`config.mk`:
```
export PLATFORM = sky130hd
export DESIGN_NAME = branch_cond_eval
export DESIGN_NICKNAME = d
export VERILOG_FILES = /design/src/rtl/branch_cond_eval.sv
export SDC_FILE = /design/constraint.sdc
export NUM_CORES = 1
export LEC_CHECK = 0
export ABC_AREA = 1
export BUFFER_PORTS_ARGS = -buffer_cell sky130_fd_sc_hd__buf_2
export CAP_MARGIN = 20
export CORE_MARGIN = 3
export CORE_UTILIZATION = 38
export CTS_CLUSTER_SIZE = 12
export DETAILED_ROUTE_END_ITERATION = 12
export PLACE_DENSITY = 0.81
export SLEW_MARGIN = 30
export SYNTH_ARGS = -nofsm -noshare
export SYNTH_HDL_FRONTEND = slang
export SYNTH_SLANG_ARGS = --single-unit
export TNS_END_PERCENT = 5
```
`constraint.sdc`:
```
create_clock -name clk -period 1.3 [get_ports clk]
set_input_delay 0.26 -clock clk [delete_from_list [all_inputs] [get_ports clk]]
set_output_delay 0.26 -clock clk [all_outputs]
set_load 0.1 [all_outputs]
```
`src/rtl/branch_cond_eval.sv`:
```
module branch_cond_eval #(
  parameter int DATA_W = 16,
  parameter int PC_W   = 12
) (
  input  logic              clk,
  input  logic              rst_n,
  input  logic              flag_we,
  input  logic [DATA_W-1:0] opnd_a,
  input  logic [DATA_W-1:0] opnd_b,
  input  logic              jmp_valid,
  input  logic [3:0]        jmp_mask,
  input  logic [DATA_W-1:0] jmp_target,
  output logic              taken,
  output logic [PC_W-1:0]   redirect_pc
);
  localparam logic [3:0] FLAGS_RST = 4'b1011;

  logic [3:0] flags_q;
  logic       a_eq_b, a_gt_b;
  logic       unused_hi;

  assign a_eq_b = (opnd_a == opnd_b);
  assign a_gt_b = ($signed(opnd_a) > $signed(opnd_b));

  always_ff @(posedge clk or negedge rst_n)
    if (!rst_n)       flags_q <= FLAGS_RST;
    else if (flag_we) flags_q <= {~a_gt_b, ~a_eq_b, a_gt_b | a_eq_b, a_eq_b};

  assign taken       = jmp_valid && ((jmp_mask & ~flags_q) == 4'b0000);
  assign redirect_pc = jmp_target[PC_W-1:0];
  assign unused_hi   = ^jmp_target[DATA_W-1:PC_W];
endmodule


```
# == Word-level counts from Yosys, hierarchy flattened ==
# Index checks and enable logic that the tools add are counted.
# classes
order_cmp,1
bitwise_logic,5
n_div,0
multipliers,0
mux,0
eq_ne,1
n_shift,0
n_addsub,0
reduce_logical,2
# op_table
op,n
equality test 16 bit,1
greater-than comparator 16 bit,1
bitwise AND 4 bit,1
logical NOT 4 bit,1
NOT 4 bit,1
NOT 1 bit,2
logical AND 1 bit,1
bitwise OR 1 bit,1
# totals
mem_count,0
word_cells,10
out_inout_bits,13
rom_bits,0
reg_bits,4
inputBits,56
ram_bits,0
latchBits,0

# == Longest topological paths before layout ==
# depth
depth_word,4
depth_mapped,13

# == Worst setup path after synthesis ==
# Ideal clock, no wire load.
# synth_timing
path_kind,reg-to-output
startpoint,reg flags_q[0]
endpoint,out taken
stages_incl_launch_ff,4
t_arrival_ns,2.946
required_time_ns,1.040
setup_slack_ns,-1.906
n_path_buf,0
path_cell_list,dfstp_2 inv_1 a22o_1 a211oi_1
# synth_via
elab_chain_len,4
# synth_lines
element,line,source
"start, declared",18,logic [3:0] flags_q;
"start signal, assigned",27,"else if (flag_we) flags_q <= {~a_gt_b, ~a_eq_b, a_gt_b | a_eq_b, a_eq_b};"
NOT 4 bit,29,assign taken = jmp_valid && ((jmp_mask & ~flags_q) == 4'b0000);
bitwise AND 4 bit,29,
logical NOT 4 bit,29,
logical AND 1 bit,29,
"end, declared",13,"output logic taken,"
# Every way passes these cells.

# == Worst setup path after layout ==
# Same ends and word-level chain as after synthesis.

==> impl_metrics.env <==
export IMPL_gp_congestion=0.719
export IMPL_routed_wl_um=1840
export IMPL_largest_reg_flops=4
export IMPL_whs_ns=0.332
export IMPL_insertion_delay_ns=0.23
export IMPL_core_um2=1840
export IMPL_synth_top_area_frac=0.255
export IMPL_clk_pin_slew_ns=0.04
export IMPL_grt_usage=0.144
export IMPL_maxSlewViolCount=0
export IMPL_maxCapViolations=0
export IMPL_nets=230
export IMPL_violations="negative setup slack"
export IMPL_max_slew_margin=0.777
export IMPL_tritoncts="yes"
export IMPL_drcViolationCount=0
export IMPL_crit_type="reg2out"
export IMPL_drt_initial_drc_count=5
export IMPL_finalPower_mw=0.649
export IMPL_dp_cells=177
export IMPL_power_per_cell_area_nw_per_um2=619
export IMPL_ys_types=20
export IMPL_n_antenna_cell=0
export IMPL_syn_inst=119
export IMPL_die_h_um=51.5
export IMPL_mostFrequentLayoutCell="buf_2"
export IMPL_top_regs="flags_q: 4 flops"
export IMPL_cp_data_arrival_time_ns=1.42
export IMPL_worst_pin_slew_ns=0.331
export IMPL_final_layout_size_suffix_gt1_frac=0.433
export IMPL_dp_slack_ns=-0.346
export IMPL_die_x_um=51.5
export IMPL_ys_seq_area_frac=0.132
export IMPL_p_leak_nw=0.665
export IMPL_postSynthAreaPerCell_um2=6.60
export IMPL_fin_util=0.569
export IMPL_grt_pass1_vias=815
export IMPL_critical_path_required_ns=1.04
export IMPL_cts_root_buf="clkbuf_4"
export IMPL_synth_area_leaders="ha_1, inv_1, nand2_1, buf_4, dfstp_2"
export IMPL_crit_path_end_kind="output pin"
export IMPL_period_minus_slack_ns=1.68
export IMPL_setup_tns_ns=-0.380
export IMPL_fin_ws_ns=-0.380
export IMPL_synthToLayoutAreaGrowth_pct=33.3
export IMPL_cts_path_max_buffers=2
export IMPL_portBuffers=40
export IMPL_yosysWarnings=0
export IMPL_start_util=0.427
export IMPL_rsz0062_at_grt="yes"
export IMPL_final_cell_area_um2=1050
export IMPL_syn_area_um2=786
export IMPL_min_period_over_period=1.29
export IMPL_fillers=205
export IMPL_first_pass_iters=2
export IMPL_start_kind="flop"
export IMPL_skew_ns=0
export IMPL_cp_max_fo=2
export IMPL_grt_pass1_wl_um=2930
export IMPL_finalSetupViolations=1
export IMPL_fmax_ghz=0.595
export IMPL_numCtsBuffers=3
export IMPL_ir_worst_vdd_mv=0.422
export IMPL_synth_seq_cells=4
export IMPL_wl_per_cell_um=10.1
export IMPL_synth_nets=191
export IMPL_cts_setup_buffers=0
export IMPL_grt_ovfl_total=0
export IMPL_antenna_left=0
export IMPL_rows=15
export IMPL_vias=823
export IMPL_viasPerCell=4.52
export IMPL_grt_max_degree=7
export IMPL_min_delay_path_class="in2reg"
export IMPL_registers_top_by_ff_count="flags_q"
export IMPL_num_io_pins=69
export IMPL_yosysTopAreaCell="ha_1"
export IMPL_clock_sinks=4
export IMPL_hold_viol_final=0
export IMPL_layout_common_cells="buf_2, inv_1, nand2_1, ha_1"
export IMPL_instances_no_fill=182
export IMPL_dp_hpwl_um=1640
export IMPL_status="complete, but fails checks"
export IMPL_die_area_um2=2650
export IMPL_htreeDepth=1
export IMPL_placed_cell_area_um2=992
export IMPL_antenna_found_initial=0
-- cell type report --
| class | instances | area [µm²] | share of cell area |
|---|---|---|---|
| multi-input combinational | 70 | 499 | 0.477 |
| timing repair buffer | 46 | 263 | 0.251 |
| inverter | 33 | 124 | 0.118 |
| sequential | 4 | 104 | 0.0992 |
| tap | 25 | 31.3 | 0.0299 |
| clock buffer | 4 | 26.3 | 0.0251 |
-- cells by family after synthesis --
| family | share of synthesized area |
|---|---|
| buffers and inverters | 0.272 |
| adders and majority gates | 0.255 |
| and+or+nand+nor | 0.269 |
| DFF | 0.132 |
| AOI/OAI and AO/OA | 0.0717 |
-- Yosys cell counts --
cell type,instances
nand2_1,27
buf_4,12
dfstp_2,3
nor2_2,2
nand3_2,1
a21oi_1,6
o21ai_1,1
a22o_1,1
inv_1,30
ha_1,16
inv_2,3
nor2_1,1
nand2_2,4
nand3_1,5
dfrtp_1,1
a211oi_1,1
o21ai_0,1
nor2_4,1
nor3_2,1
nand4_1,2
-- worst paths after layout --
path | from | endpoint | slack (ns) | cells after the start
min reg2reg | flags_q[2]$_DFFE_PN0P_ | flags_q[2]$_DFFE_PN0P_ | 0.49 | 2
max in group asynchronous | rst_n | flags_q[3]$_DFFE_PN1P_ | 0.69 | 2
max | flags_q[0]$_DFFE_PN1P_ | taken | -0.38 | 4
min | flag_we | flags_q[2]$_DFFE_PN0P_ | 0.33 | 4
max reg2reg | flags_q[1]$_DFFE_PN1P_ | flags_q[1]$_DFFE_PN1P_ | 0.39 | 5
min in group asynchronous | rst_n | flags_q[2]$_DFFE_PN0P_ | 0.40 | 2
-- critical path, stage by stage (launching register included) --
cell and delay [ns]:
dfstp_2 0.52, inv_2 0.03, a22o_1 0.23, a211oi_4 0.20, buf_12 0.21
-- report_power, final --
part	total [mW]	switching, mW	internal [mW]
Clock	0.168	0.0530	0.115
Sequential	0.153	0.00461	0.148
Combinational	0.327	0.173	0.155
Total	0.649	0.230	0.418
-- metal layers --
layer	GRT usage	part of all wire	vias up
met5	0	0	-
met4	0.0786	0.028	0
met3	0.0233	0.066	12
met2	0.301	0.57	31
met1	0.123	0.34	353
li1	-	-	427
-- timing repair --
| action | 4_1_cts | 5_1_grt |
|---|---|---|
| pin swaps | 0 | 1 |
| gates resized for setup | 3 | 1 |
| endpoints found under the setup margin | 3 | 3 |
| endpoints found under the hold margin | 2 | 0 |
| hold buffers | 1 | 0 |
Note: power is estimated with default switching activity, not from simulation.
